File: config.mk
export PLATFORM = sky130hd
export DESIGN_NAME = trap_route_unit
export DESIGN_NICKNAME = d
export VERILOG_FILES = /design/src/rtl/trap_route_pkg.sv /design/src/rtl/priv_level_decode.sv /design/src/rtl/route_select.sv /design/src/rtl/trap_route_unit.sv
export SDC_FILE = /design/constraint.sdc
export NUM_CORES = 1
export LEC_CHECK = 0
export ABC_AREA = 1
export BUFFER_PORTS_ARGS = -buffer_cell sky130_fd_sc_hd__buf_4
export CAP_MARGIN = 20
export CORE_MARGIN = 2
export CORE_UTILIZATION = 48
export CTS_BUF_LIST = sky130_fd_sc_hd__clkbuf_8 sky130_fd_sc_hd__clkbuf_16
export CTS_CLUSTER_DIAMETER = 150
export CTS_CLUSTER_SIZE = 12
export DETAILED_ROUTE_END_ITERATION = 7
export HOLD_SLACK_MARGIN = 0.1
export PLACE_DENSITY = 0.8
export SYNTH_ARGS = -nofsm -noshare
export SYNTH_HDL_FRONTEND = slang
export SYNTH_SLANG_ARGS = --single-unit
File: constraint.sdc
create_clock -name clk -period 1.7 [get_ports clk]
set_clock_uncertainty 0.15 [all_clocks]
set_input_delay 0.085 -clock clk [delete_from_list [all_inputs] [get_ports clk]]
set_output_delay 0.085 -clock clk [all_outputs]
set_load 0.1 [all_outputs]
File: src/rtl/trap_route_pkg.sv
// Shared types and constants for the trap routing unit.
// Assumes state words are at least 6 bits wide.
package trap_route_pkg;
    typedef enum logic [1:0] {
        LVL_USER  = 2'd0,
        LVL_PRIV  = 2'd1,
        LVL_HYPER = 2'd2
    } priv_lvl_e;

    localparam int NUM_PATHS = 5;
    localparam int PATH_RED  = 0;
    localparam int PATH_ERR  = 1;
    localparam int PATH_WDOG = 2;
    localparam int PATH_HYP  = 3;
    localparam int PATH_PRIV = 4;

    localparam int HYP_PRIV_BIT  = 2;
    localparam int HYP_RED_BIT   = 5;
    localparam int PROC_PRIV_BIT = 2;

    localparam int VEC_RED  = 5;
    localparam int VEC_ERR  = 0;
    localparam int VEC_WDOG = 2;
endpackage

File: src/rtl/priv_level_decode.sv
// Derives the running privilege level from the two state words and the
// level a trap will enter. Purely combinational.
module priv_level_decode
    import trap_route_pkg::*;
#(
    parameter int ST_W = 12
) (
    input  logic [ST_W-1:0] hyp_state,
    input  logic [ST_W-1:0] proc_state,
    output priv_lvl_e       cur_lvl,
    output priv_lvl_e       next_lvl
);
    // Hypervisor bit dominates the processor privilege bit.
    always_comb begin
        if (hyp_state[HYP_PRIV_BIT])
            cur_lvl = LVL_HYPER;
        else if (proc_state[PROC_PRIV_BIT])
            cur_lvl = LVL_PRIV;
        else
            cur_lvl = LVL_USER;
    end

    // User and privileged trap into privileged; hypervisor stays put.
    always_comb begin
        next_lvl = (cur_lvl == LVL_HYPER) ? LVL_HYPER : LVL_PRIV;
    end
endmodule

File: src/rtl/route_select.sv
// Applies the prioritized routing rules and produces the one-hot path,
// the hypervisor flag, the vector index and the privileged handler level.
// Assumes MAX_PTL < MAX_TL - 1 and that TL_W can hold MAX_TL.
module route_select
    import trap_route_pkg::*;
#(
    parameter int TL_W       = 3,
    parameter int TT_W       = 9,
    parameter int MAX_TL     = 6,
    parameter int MAX_PTL    = 2,
    parameter int HYP_TT_MIN = 384
) (
    input  logic [TL_W-1:0]      trap_level,
    input  logic [TT_W-1:0]      trap_type,
    input  logic                 red_req,
    input  priv_lvl_e            next_lvl,
    output logic [NUM_PATHS-1:0] path,
    output logic                 to_hyp,
    output logic [TT_W-1:0]      vec,
    output logic [TL_W-1:0]      level
);
    localparam logic [TL_W-1:0] TL_RED  = TL_W'(MAX_TL - 1);
    localparam logic [TL_W-1:0] TL_ERR  = TL_W'(MAX_TL);
    localparam logic [TL_W-1:0] TL_PMAX = TL_W'(MAX_PTL);
    localparam logic [TT_W-1:0] TT_HMIN = TT_W'(HYP_TT_MIN);

    logic red_hit, err_hit, wdog_hit, hyp_hit;

    // Raw rule conditions before priority.
    always_comb begin
        red_hit  = red_req || (trap_level == TL_RED);
        err_hit  = (trap_level >= TL_ERR);
        wdog_hit = (trap_level > TL_PMAX) && (next_lvl == LVL_PRIV);
        hyp_hit  = (next_lvl == LVL_HYPER) ||
                   ((next_lvl == LVL_PRIV) && (trap_type >= TT_HMIN));
    end

    // Priority chain selecting exactly one path and its vector data.
    always_comb begin
        path   = '0;
        to_hyp = 1'b0;
        vec    = trap_type;
        level  = '0;
        if (red_hit) begin
            path[PATH_RED] = 1'b1;
            to_hyp         = 1'b1;
            vec            = TT_W'(VEC_RED);
        end else if (err_hit) begin
            path[PATH_ERR] = 1'b1;
            vec            = TT_W'(VEC_ERR);
        end else if (wdog_hit) begin
            path[PATH_WDOG] = 1'b1;
            to_hyp          = 1'b1;
            vec             = TT_W'(VEC_WDOG);
        end else if (hyp_hit) begin
            path[PATH_HYP] = 1'b1;
            to_hyp         = 1'b1;
        end else begin
            path[PATH_PRIV] = 1'b1;
            level           = trap_level + 1'b1;
        end
    end

    // the privileged path never runs above the privileged maximum.
    always_comb begin
        if (path[PATH_PRIV])
            assert_priv_level_R6: assert (trap_level <= TL_PMAX);
    end
endmodule

File: src/rtl/trap_route_unit.sv
// Top of the trap routing unit: decodes privilege, routes the trap and
// registers the decision one cycle after the request strobe.
// Assumes a synchronous active-low reset and one request per cycle at most.
module trap_route_unit
    import trap_route_pkg::*;
#(
    parameter int TL_W       = 3,
    parameter int TT_W       = 9,
    parameter int ST_W       = 12,
    parameter int PC_W       = 32,
    parameter int MAX_TL     = 6,
    parameter int MAX_PTL    = 2,
    parameter int HYP_TT_MIN = 384,
    parameter int INSN_BYTES = 4
) (
    input  logic            clk,
    input  logic            rst_n,
    input  logic            trap_valid,
    input  logic [TL_W-1:0] trap_level,
    input  logic [ST_W-1:0] hyp_state,
    input  logic [ST_W-1:0] proc_state,
    input  logic [TT_W-1:0] trap_type,
    input  logic [PC_W-1:0] trap_npc,
    output logic            route_valid,
    output logic [4:0]      route_path,
    output logic            route_to_hyp,
    output logic [TT_W-1:0] route_vec,
    output logic [TL_W-1:0] route_level,
    output logic [PC_W-1:0] route_nnpc
);
    localparam logic [PC_W-1:0] PC_STEP = PC_W'(INSN_BYTES);

    priv_lvl_e            cur_lvl, next_lvl;
    logic [NUM_PATHS-1:0] sel_path;
    logic                 sel_hyp;
    logic [TT_W-1:0]      sel_vec;
    logic [TL_W-1:0]      sel_level;

    priv_level_decode #(.ST_W(ST_W)) u_decode (
        .hyp_state (hyp_state),
        .proc_state(proc_state),
        .cur_lvl   (cur_lvl),
        .next_lvl  (next_lvl)
    );

    route_select #(
        .TL_W(TL_W), .TT_W(TT_W), .MAX_TL(MAX_TL),
        .MAX_PTL(MAX_PTL), .HYP_TT_MIN(HYP_TT_MIN)
    ) u_select (
        .trap_level(trap_level),
        .trap_type (trap_type),
        .red_req   (hyp_state[HYP_RED_BIT]),
        .next_lvl  (next_lvl),
        .path      (sel_path),
        .to_hyp    (sel_hyp),
        .vec       (sel_vec),
        .level     (sel_level)
    );

    // Valid pulse follows the request strobe by one cycle.
    always_ff @(posedge clk) begin
        if (!rst_n) route_valid <= 1'b0;
        else        route_valid <= trap_valid;
    end

    // Decision registers load only on a request and hold otherwise.
    always_ff @(posedge clk) begin
        if (!rst_n) begin
            route_path   <= '0;
            route_to_hyp <= 1'b0;
            route_vec    <= '0;
            route_level  <= '0;
            route_nnpc   <= '0;
        end else if (trap_valid) begin
            route_path   <= sel_path;
            route_to_hyp <= sel_hyp;
            route_vec    <= sel_vec;
            route_level  <= sel_level;
            route_nnpc   <= trap_npc + PC_STEP;
        end
    end

    // a request produces a valid result with a single path bit.
    assert_valid_follows_R8: assert property (@(posedge clk) disable iff (!rst_n)
        trap_valid |=> route_valid && ($countones(route_path) == 1));

    // without a request the decision holds.
    assert_hold_R8: assert property (@(posedge clk) disable iff (!rst_n)
        !trap_valid |=> $stable(route_path) && $stable(route_vec) && $stable(route_nnpc));

    // nnpc is the sampled NPC plus one instruction.
    assert_nnpc_step_R7: assert property (@(posedge clk) disable iff (!rst_n)
        trap_valid |=> route_nnpc == $past(trap_npc) + PC_STEP);

    // the recovery bit wins over everything.
    assert_red_priority_R2: assert property (@(posedge clk) disable iff (!rst_n)
        (trap_valid && hyp_state[HYP_RED_BIT]) |=>
            route_path[PATH_RED] && route_to_hyp && (route_vec == TT_W'(VEC_RED)));

    // a hypervisor current level never lands in privileged mode.
    assert_hyp_stays_R5: assert property (@(posedge clk) disable iff (!rst_n)
        (trap_valid && hyp_state[HYP_PRIV_BIT]) |=> !route_path[PATH_PRIV]);
endmodule

==> reports/results.tsv, run 1 <==
stage	metric	value	unit
detailed_routing	wl_met2	4767	µm
sta	holdWs	146.4	ps
pwr	p_sw_share	40.42	%
detailed_routing	ant_nets	0	
worst_setup_path	rr_endpoint	route_vec[0]	
sta	setup_viol	0	
place	dp.final_hpwl	6088	µm
synthesis	ys_ff_latch	51	
detailed_routing	vias	3530	
final_layout	final_nets	694	
detailed_routing	dr.pass1.iters	5	
grt	grt_max_degree	27	
worst_setup_path	critPathArrivalTime	1690	ps
synthesis	ys_seq_area_share	35.85	%
die	row_count	28	
worst_setup_path	r2r-start	route_vec[0]	
pwr	seqPwrFrac	40.7	%
synthesis	yosys-top-cells-area	dfxtp_1 36%, nand2_1 18%, nor2_1 9.6%	
detailed_routing	detail_route.wl_per_cell	13.86	µm
pwr	ir_worst_vdd	509.3	µV
synthesis	synth_compound_area_share	8.787	%
final_layout	final_core_util	74.96	%
final_layout	diodes	0	
final_layout	design_area	0.004359	mm²
pwr	clkPwrFrac	21.9	%
place	placedCellCount	626	
synthesis	synth-simple-area-share	40.51	%
detailed_routing	wirelength	9618	µm
sta	slew-limit-headroom	74.26	%
synthesis	synthTopCellsByCount	138 x nand2_1, 73 x nor2_1, 55 x inv_1	
detailed_routing	wl_met1	3881	µm
die	fp.dieH	81.03	µm
cts	htreeDepth	2	
worst_setup_path	cp-end-kind	flip-flop	
sta	min_period	1598	ps
die	initial_core_util	48.97	%
worst_setup_path	cpMostUsedCell	dlygate4sd3_1	
detailed_routing	drtIter0Drc	180	
sta	hold_viol	0	
final_layout	drive_gt1_share	21.16	%
pwr	p_leak	2.195	nW
worst_setup_path	reg2regPathDepth	3	
grt	grt_pass1_vias	3310	
grt	grt-ovfl-total	0	
synthesis	syn_nets	536	
synthesis	synth_cells	461	
die	core-area	0.005816	mm²
worst_setup_path	cp_cell_sequence	dlygate4sd3_1, buf_6, o21ai_0, dlygate4sd3_1, a21oi_1	
detailed_routing	top_layer	met4	
synthesis	ys_async_sr_fraction	0	%
die	die-area	0.006565	mm²
worst_hold_path	worstHoldPathCells	7	
final_layout	area_delta_synth_final	53.08	%
worst_setup_path	crit_slowest_cell	dlygate4sd3_1	
cts	numCtsBuffers	5	
sta	tightest_slew	384.6	ps
final_layout	layout.cells.non_filler	694	
grt	grt_pass1_wl	14740	µm
grt	grt_usage	29.02	%
synthesis	synth_edf_count	0	
sta	final_max_slew_viol_count	0	
worst_setup_path	criticalPathCategory	in2reg	
sta	fin_crit_sh	93.98	%
place	pre_cts_ws	173.7	ps
pwr	p_int	1.913	mW
worst_setup_path	cp-start-kind	input pin	
pwr	pwr-share-comb	37.3	%
grt	antenna_found_initial	0	
cts	clk_latency	310	ps
run	cap_violations	0	
cts	clockBufferDepth	2	
synthesis	synthXorXnorAreaFrac	3.076	%
synthesis	synth_flop_cell	dfxtp_1	
place	portBuffers	99	
synthesis	synth_cell_types	24	
cts	clk_pin_slew	100	ps
cts	cts_sinks	51	
sta	fin_ws	102.4	ps
cts	cts_tree	built	
synthesis	yosysWarnings	0	
die	die_w	81.03	µm
worst_hold_path	hp-class	in2reg	
sta	rsz0062_at_grt	true	
synthesis	synth_top_family_by_area	simple AND/OR/NAND/NOR gates	
worst_setup_path	critPathBufInv	3	
synthesis	synth_mux_area_share	0	%
place	globalplace.congestion	0.9192	
worst_hold_path	hp-start	trap_npc[17]	
synthesis	yosysMostFrequentCell	nand2_1	
pwr	p_per_area	736.7	mW/mm²
die	ios	122	
outcome	status	finished, final reports clean	
final_layout	nFillCells	455	
detailed_routing	drc_errors	0	
worst_setup_path	cp_data_required_time	1790	ps
worst_setup_path	crit_path_max_fanout	26	
synthesis	synth_top_area_cell	dfxtp_1	
sta	fmax	0.6259	GHz
worst_hold_path	hold-path-endpoint	route_nnpc[18]	
worst_setup_path	cpPeakStageDelay	590	ps
detailed_routing	routed-wl-met3	703	µm
cts	ctsRootBufferMaster	clkbuf_8	
detailed_routing	avgViaCountPerCell	5.086	
synthesis	syn_avg_cell_area	6.177	µm²
worst_setup_path	rrSetupSlack	280	ps
worst_setup_path	crit_family	buffers and inverters	
pwr	p_sw	1.298	mW
synthesis	synth_fa_ha_area_share	1.757	%
synthesis	synth_area	0.002848	mm²
place	place_area	0.003647	mm²
synthesis	post-synth-top-area-fraction	35.85	%
cells by family after synthesis:
group                      count (synthesis)
xor gates and xnor gates                  10
buffers and inverters                     71
DFF                                       51
and+or+nand+nor                          275
AOI/OAI and AO/OA                         50
adders and majority gates                  4
worst max path at each step:
stage	from	endpoint	slack (ps)	cells past startpoint
finish	rst_n	route_vec[0]	100	5
global route	trap_npc[2]	route_nnpc[20]	-50	11
CTS	trap_npc[2]	route_nnpc[3]	20	6
detailed placement	trap_npc[2]	route_nnpc[16]	170	9
global placement	trap_npc[2]	route_nnpc[16]	200	9
floorplan	route_to_hyp	route_to_hyp	200	2
metrics by stage:
stage | power (mW) | setup TNS (ps)
finish | 3.211 | 0
global route | 3.328 | -69.73
CTS | 3.175 | 0
detailed placement | 2.378 | 0
global placement | 2.367 | 0
floorplan | 2.087 | 0
power by group through the flow:
stage / clock network, mW / registers, mW / logic, mW
6_report: 0.705 / 1.31 / 1.20
5_1_grt: 0.750 / 1.31 / 1.26
4_1_cts: 0.709 / 1.30 / 1.16
3_5_place_dp: 0 / 1.33 / 1.05
3_3_place_gp: 0 / 1.33 / 1.04
2_1_floorplan: 0 / 1.85 / 0.236
area by class of cell:
class / instances / area, µm² / area share (%)
Clock buffer: 5 / 68.82 / 1.579
Clock inverter: 2 / 13.76 / 0.3157
Inverter: 58 / 217.7 / 4.994
Multi-Input combinational cell: 339 / 1564 / 35.88
Sequential cell: 51 / 1021 / 23.42
Tap cell: 75 / 93.84 / 2.153
Timing Repair Buffer: 164 / 1380 / 31.66
what timing repair did:
| item | in CTS | in global routing |
|---|---|---|
| setup endpoints to repair | 0 | 10 |
| hold endpoints to repair | 49 | 3 |
| setup buffers | 0 | 3 |
| hold buffers | 57 | 3 |
| gates resized for setup | 0 | 7 |
layout by cell type (no fill, tap or decap):
| cell type | n |
|---|---|
| a21oi_1 | 25 |
| buf_4 | 105 |
| buf_6 | 1 |
| clkbuf_8 | 5 |
| clkinv_1 | 1 |
| clkinv_2 | 1 |
| clkinv_4 | 1 |
| dfxtp_1 | 51 |
| dlygate4sd3_1 | 58 |
| ha_1 | 3 |
| ha_2 | 1 |
| inv_1 | 55 |
| inv_2 | 2 |
| nand2_1 | 138 |
| nand2_2 | 2 |
| nand2_4 | 1 |
| nand3_1 | 41 |
| nand3b_1 | 1 |
| nand4_1 | 3 |
| nor2_1 | 73 |
| nor2_2 | 7 |
| nor2_4 | 5 |
| nor3b_1 | 1 |
| o21ai_0 | 24 |
| o21ai_1 | 1 |
| or2_0 | 3 |
| xnor2_1 | 6 |
| xor2_1 | 4 |
registers in the layout, indices dropped and copies added, names as in the netlist:
signal and flops:
route_valid 1, route_level 3, route_vec 9, route_to_hyp 1, route_nnpc 32, route_path 5
layer usage:
metal / global-route usage [%] / vias up
li1: - / 1744
met1: 33.93 / 1599
met2: 51.82 / 161
met3: 6.000 / 26
met4: 11.19 / 0
met5: 0 / -
worst reg2reg max path: cells and delay by family, from the launching register on:
| family | cells | cell delay (ps) |
|---|---|---|
| flops | 1 | 340 |
| compound gates | 2 | 240 |
| buf+inv | 1 | 600 |
Power figures use the tool's default switching activity.
==> run 2: changes to the inputs <==
Settings changed: RECOVER_POWER set to 50, SKIP_LAST_GASP set to 1.
==> reports/results.tsv, run 2 (synthesized netlist as in run 1, its figures left out) <==
stage	metric	value	unit	change
outcome	status	finished, final reports clean		unchanged
detailed_routing	drc_errors	0		unchanged
pwr	pwr-share-comb	36.9	%	was 37.3%
worst_setup_path	cp-end-kind	flip-flop		unchanged
sta	fin_crit_sh	94.62	%	was 93.98%
pwr	p_sw_share	40.69	%	was 40.42%
die	ios	122		unchanged
sta	rsz0062_at_grt	true		unchanged
die	fp.dieH	81.03	µm	unchanged
die	initial_core_util	48.97	%	unchanged
place	globalplace.congestion	0.9192		unchanged
die	row_count	28		unchanged
sta	slew-limit-headroom	63.12	%	was 74.26%
place	pre_cts_ws	173.7	ps	unchanged
detailed_routing	avgViaCountPerCell	5.099		was 5.086
pwr	p_leak	2.177	nW	was 2.195 nW
pwr	p_sw	1.297	mW	was 1.298 mW
detailed_routing	dr.pass1.iters	5		unchanged
pwr	ir_worst_vdd	510.0	µV	was 509.3 µV
worst_setup_path	cp_data_required_time	1790	ps	about the same
grt	grt_usage	29.02	%	unchanged
final_layout	area_delta_synth_final	50.97	%	was 53.08%
detailed_routing	vias	3539		was 3530
cts	cts_sinks	51		unchanged
pwr	p_int	1.891	mW	was 1.913 mW
die	die-area	0.006565	mm²	unchanged
sta	fmax	0.6217	GHz	was 0.6259 GHz
cts	cts_tree	built		unchanged
cts	ctsRootBufferMaster	clkbuf_8		unchanged
grt	grt-ovfl-total	0		unchanged
pwr	seqPwrFrac	41.0	%	was 40.7%
final_layout	drive_gt1_share	21.16	%	unchanged
cts	numCtsBuffers	5		unchanged
sta	final_max_slew_viol_count	0		unchanged
sta	min_period	1609	ps	was 1598 ps
worst_hold_path	hp-class	in2reg		unchanged
pwr	power	3.189	mW	was 3.211 mW
place	portBuffers	99		unchanged
final_layout	largest_reg_flops	32		unchanged
sta	hold_viol	0		unchanged
final_layout	layout_common_cells	138 x nand2_1, 81 x buf_4, 73 x nor2_1		was 138 x nand2_1, 105 x buf_4, 73 x nor2_1
place	dp.final_hpwl	6088	µm	unchanged
detailed_routing	drtIter0Drc	187		was 180
detailed_routing	detail_route.wl_per_cell	13.91	µm	was 13.86 µm
sta	tightest_slew	555.6	ps	was 384.6 ps
final_layout	layout.cells.most_common	nand2_1		unchanged
pwr	p_per_area	741.7	mW/mm²	was 736.7 mW/mm²
die	die_w	81.03	µm	unchanged
final_layout	largest-register	route_nnpc		unchanged
final_layout	final_nets	694		unchanged
sta	setup_viol	0		unchanged
final_layout	top_regs	route_nnpc: 32 flops, route_vec: 9 flops, route_path: 5 flops		unchanged
grt	grt_pass1_wl	14740	µm	unchanged
final_layout	diodes	0		unchanged
run	cap_violations	0		unchanged
worst_setup_path	critPathArrivalTime	1700	ps	was 1690 ps
grt	grt_max_degree	27		unchanged
grt	antenna_found_initial	0		unchanged
cts	clk_latency	300	ps	was 310 ps
cts	clk_pin_slew	100	ps	about the same
sta	fin_ws	91.44	ps	was 102.4 ps
grt	grt_pass1_vias	3310		unchanged
worst_setup_path	criticalPathCategory	in2reg		unchanged
worst_setup_path	crit_path_max_fanout	26		unchanged
cts	clockBufferDepth	2		unchanged
detailed_routing	ant_nets	0		unchanged
cts	htreeDepth	2		unchanged
die	core-area	0.005816	mm²	unchanged
pwr	clkPwrFrac	22.1	%	was 21.9%
worst_setup_path	cp-start-kind	input pin		unchanged
detailed_routing	wirelength	9651	µm	was 9618 µm
-- run 2: critical path: stages --
cell and delay [ps]:
dlygate4sd3_1 550, buf_6 210, o21ai_0 130, dlygate4sd3_1 600, a21oi_1 130
-- run 2: per-layer routing --
layer  vias to the layer above  part of all wire, %  track usage [%]
met4                         0                  2.7            11.19
li1                       1747                    -                -
met5                         -                    0                0
met3                        28                  6.8            6.000
met1                      1607                   41            33.93
met2                       157                   49            51.82
-- run 2: per-stage QoR --
stage          utilization, %  cell area (µm²)  TNS, ps  cells  hold WS [ps]
3_3_place_gp            62.72             3647        0    626         152.0
6_report                73.92             4299        0    694         148.8
2_1_floorplan               -             2848        0    461         29.27
4_1_cts                 73.95             4300        0    690         118.2
5_1_grt                 73.92             4299   -69.73    694         176.1
3_5_place_dp            62.72             3647        0    626         164.3
-- run 2: what timing repair did --
item | 4_1_cts | 5_1_grt
hold buffers | 57 | 3
buffers inserted | 0 | 3
gates resized for setup | 0 | 7
hold endpoints to repair | 49 | 3
setup endpoints to repair | 0 | 10
-- run 2: worst paths after layout --
kind,startpoint,end,slack [ps],cells after the start
hold / removal,trap_npc[5],route_nnpc[6],150,5
setup reg to reg,route_vec[0],route_vec[0],280,3
setup / recovery,rst_n,route_vec[0],90,5
hold reg to reg,route_level[2],route_level[2],320,2
-- run 2: final cells by class --
| class | count | area [µm²] |
|---|---|---|
| Multi-Input combinational cell | 339 | 1564 |
| Clock inverter | 2 | 13.76 |
| Fill cell | 471 | 1516 |
| Sequential cell | 51 | 1021 |
| Inverter | 58 | 217.7 |
| Clock buffer | 5 | 68.82 |
| Tap cell | 75 | 93.84 |
| Timing Repair Buffer | 164 | 1320 |
-- run 2: power groups by stage --
| stage | Sequential (mW) | Clock, mW | Combinational, mW |
|---|---|---|---|
| after floorplan | 1.85 | 0 | 0.236 |
| after global placement | 1.33 | 0 | 1.04 |
| after detailed placement | 1.33 | 0 | 1.05 |
| after CTS | 1.30 | 0.709 | 1.16 |
| after global routing | 1.31 | 0.750 | 1.24 |
| final | 1.31 | 0.704 | 1.18 |
==> run 3: changes to the inputs <==
Settings changed: ABC_AREA 1 to not set, CORE_UTILIZATION 48 to 46.
==> reports/results.tsv, run 3 <==
stage	metric	value	unit	change
pwr	p_per_area	761.8	mW/mm²	was 741.7 mW/mm²
cts	clk_latency	300	ps	about the same
sta	setup_viol	0		unchanged
run	cap_violations	0		unchanged
synthesis	synth_edf_count	0		unchanged
cts	ctsHoldBuffers	49		was 57
final_layout	area_delta_synth_final	68.88	%	was 50.97%
synthesis	post-synth-top-area-fraction	41.36	%	was 35.85%
final_layout	nFillCells	345		was 471
worst_setup_path	criticalPathCategory	in2reg		unchanged
place	placedCellCount	491		was 626
cts	ctsRootBufferMaster	clkbuf_8		unchanged
die	die_w	77.26	µm	was 81.03 µm
synthesis	synth_fa_ha_area_share	2.027	%	was 1.757%
synthesis	synthTopCellsByCount	51 x dfxtp_1, 34 x o21ai_0, 21 x nor2_1		was 138 x nand2_1, 73 x nor2_1, 55 x inv_1
sta	fin_ws	30.56	ps	was 91.44 ps
synthesis	ys_seq_area_share	41.36	%	was 35.85%
synthesis	synth_mux_area_share	1.216	%	was 0%
worst_setup_path	crit_path_max_fanout	9		was 26
grt	grt-ovfl-total	0		unchanged
synthesis	syn_avg_cell_area	8.312	µm²	was 6.177 µm²
synthesis	yosysMostFrequentCell	dfxtp_1		was nand2_1
final_layout	final_nets	552		was 694
synthesis	syn_nets	372		was 536
synthesis	synth_area	0.002469	mm²	was 0.002848 mm²
worst_hold_path	hp-class	in2reg		unchanged
synthesis	synthXorXnorAreaFrac	4.257	%	was 3.076%
sta	final_max_slew_viol_count	0		unchanged
pwr	p_leak	1.785	nW	was 2.177 nW
sta	tightest_slew	600.1	ps	was 555.6 ps
sta	timing.setup.tns	0	ps	unchanged
final_layout	layout_common_cells	142 x buf_4, 51 x dfxtp_1, 49 x dlygate4sd3_1		was 138 x nand2_1, 81 x buf_4, 73 x nor2_1
final_layout	drive_gt1_share	33.47	%	was 21.16%
grt	grt_usage	27.35	%	was 29.02%
grt	antenna_found_initial	0		unchanged
sta	slew-limit-headroom	59.99	%	was 63.12%
final_layout	diodes	0		unchanged
synthesis	synth_flop_cell	dfxtp_1		unchanged
sta	fmax	0.5990	GHz	was 0.6217 GHz
pwr	ir_worst_vdd	587.1	µV	was 510.0 µV
die	initial_core_util	48.03	%	was 48.97%
die	core-area	0.005140	mm²	was 0.005816 mm²
pwr	p_sw_share	39.01	%	was 40.69%
detailed_routing	vias	2979		was 3539
pwr	seqPwrFrac	41.0	%	about the same
die	die-area	0.005968	mm²	was 0.006565 mm²
sta	min_period	1669	ps	was 1609 ps
die	fp.dieH	77.26	µm	was 81.03 µm
die	ios	122		unchanged
pwr	pwr-share-comb	35.4	%	was 36.9%
worst_setup_path	cp_data_required_time	1760	ps	was 1790 ps
place	portBuffers	99		unchanged
detailed_routing	detail_route.wl_per_cell	14.91	µm	was 13.91 µm
cts	numCtsBuffers	5		unchanged
synthesis	yosys-top-cells-area	dfxtp_1 41%, o21ai_0 6.9%, xnor2_1 3.5%		was dfxtp_1 36%, nand2_1 18%, nor2_1 9.6%
worst_setup_path	cp-end-kind	flip-flop		unchanged
cts	cts_sinks	51		unchanged
final_layout	largest_reg_flops	32		unchanged
pwr	clkPwrFrac	23.6	%	was 22.1%
cts	cts_tree	built		unchanged
final_layout	final_core_util	81.11	%	was 73.92%
worst_setup_path	critPathArrivalTime	1730	ps	was 1700 ps
pwr	power	3.176	mW	was 3.189 mW
detailed_routing	avgViaCountPerCell	5.436		was 5.099
grt	grt_pass1_vias	2864		was 3310
cts	cts_setup_buffers	0		unchanged
place	globalplace.congestion	0.8583		was 0.9192
synthesis	ys_ff_latch	51		unchanged
detailed_routing	dr.pass1.iters	4		was 5
synthesis	synth_cells	297		was 461
pwr	p_sw	1.239	mW	was 1.297 mW
detailed_routing	ant_nets	0		unchanged
sta	rsz0062_at_grt	true		unchanged
cts	htreeDepth	2		unchanged
worst_setup_path	cp-start-kind	input pin		unchanged
synthesis	ys_async_sr_fraction	0	%	unchanged
place	dp.final_hpwl	5218	µm	was 6088 µm
synthesis	synth-simple-area-share	23.26	%	was 40.51%
synthesis	synth_top_area_cell	dfxtp_1		unchanged
grt	grt_max_degree	68		was 27
cts	clk_pin_slew	110	ps	was 100 ps
grt	grt_pass1_wl	13320	µm	was 14740 µm
sta	hold_viol	0		unchanged
final_layout	layout.cells.non_filler	548		was 694
synthesis	synth_compound_area_share	22.76	%	was 8.787%
synthesis	yosysWarnings	0		unchanged
final_layout	seq_area	0.001021	mm²	unchanged
final_layout	top_regs	route_nnpc: 32 flops, route_vec: 9 flops, route_path: 5 flops		unchanged
final_layout	largest-register	route_nnpc		unchanged
detailed_routing	drtIter0Drc	168		was 187
pwr	p_int	1.937	mW	was 1.891 mW
sta	fin_crit_sh	98.20	%	was 94.62%
detailed_routing	drc_errors	0		unchanged
synthesis	synth_top_family_by_area	simple AND/OR/NAND/NOR gates		unchanged
synthesis	synth_cell_types	45		was 24
cts	clockBufferDepth	2		unchanged
outcome	status	finished, final reports clean		unchanged
final_layout	layout.cells.most_common	buf_4		was nand2_1
place	pre_cts_ws	-236.2	ps	was 173.7 ps
final_layout	multiInputGateArea	0.001360	mm²	was 0.001564 mm²
detailed_routing	wirelength	8170	µm	was 9651 µm
die	row_count	26		was 28
[run 3: cell count changes after synthesis, sizes merged, moves of 7 or more]
cell	previous run	this run
nand3	41	15
a211oi	0	7
a31oi	0	12
inv	56	12
nor2	85	21
or4	0	9
or3	0	10
nor3	0	8
nand2	141	17
o21ai	25	34
a32oi	0	8
a21oi	25	12
[run 3: area by class of cell]
class                      instances  area share [%]
clock buffer                       5           1.651
clock inverter                     3          0.6303
inverter                          13           1.170
multi-input combinational        215           32.62
sequential                        51           24.49
tap                               70           2.101
timing repair buffer             191           37.33
[run 3: power groups by stage]
stage / clock network [mW] / logic, mW / registers [mW]
finish: 0.750 / 1.13 / 1.30
global route: 0.800 / 1.18 / 1.31
CTS: 0.756 / 1.11 / 1.30
detailed placement: 0 / 1.02 / 1.33
global placement: 0 / 1.01 / 1.32
floorplan: 0 / 0.185 / 1.82
[run 3: metal layers]
layer  vias to the layer above  track usage (%)  part of all wire, %
met3                        21            4.706                  5.2
met4                         0            13.21                  3.0
met5                         -                0                    0
met1                      1384            31.35                   39
met2                       112            48.87                   53
li1                       1462                -                    -
[run 3: worst max-delay path: stages]
cell and delay, ps:
buf_4 100, inv_1 40, ha_1 200, nor2b_1 200, o21bai_2 120, buf_4 190
a32oi_1 190, dlygate4sd3_1 560, nor2_1 40
[run 3: cells by family after synthesis]
logic type               Yosys count
AO/OA/AOI/OAI                     89
XOR/XNOR                          12
adder cells (fa/ha/maj)            4
buffers and inverters             31
flip-flops                        51
multiplexers                       3
AND/OR/NAND/NOR                  107
[run 3: what timing repair did]
| action | in CTS | in global routing |
|---|---|---|
| gates resized for setup | 0 | 5 |
| hold endpoints to repair | 47 | 1 |
| setup endpoints to repair | 0 | 6 |
[run 3: final timing paths]
check | cells after the start | endpoint | from | slack, ps
max | 9 | route_vec[7] | trap_level[0] | 30
max reg2reg | 3 | route_vec[7] | route_vec[7] | 370
min | 4 | route_path[4] | hyp_state[2] | 60
min reg2reg | 2 | route_nnpc[6] | route_nnpc[6] | 340
[run 3: per-stage QoR]
step / hold slack, ps / cell area [µm²]
after detailed placement: 196.9 / 3566
after floorplan: 34.30 / 2490
after global routing: 63.74 / 4169
final: 56.16 / 4169
after global placement: 170.0 / 3566
after CTS: 103.6 / 4151
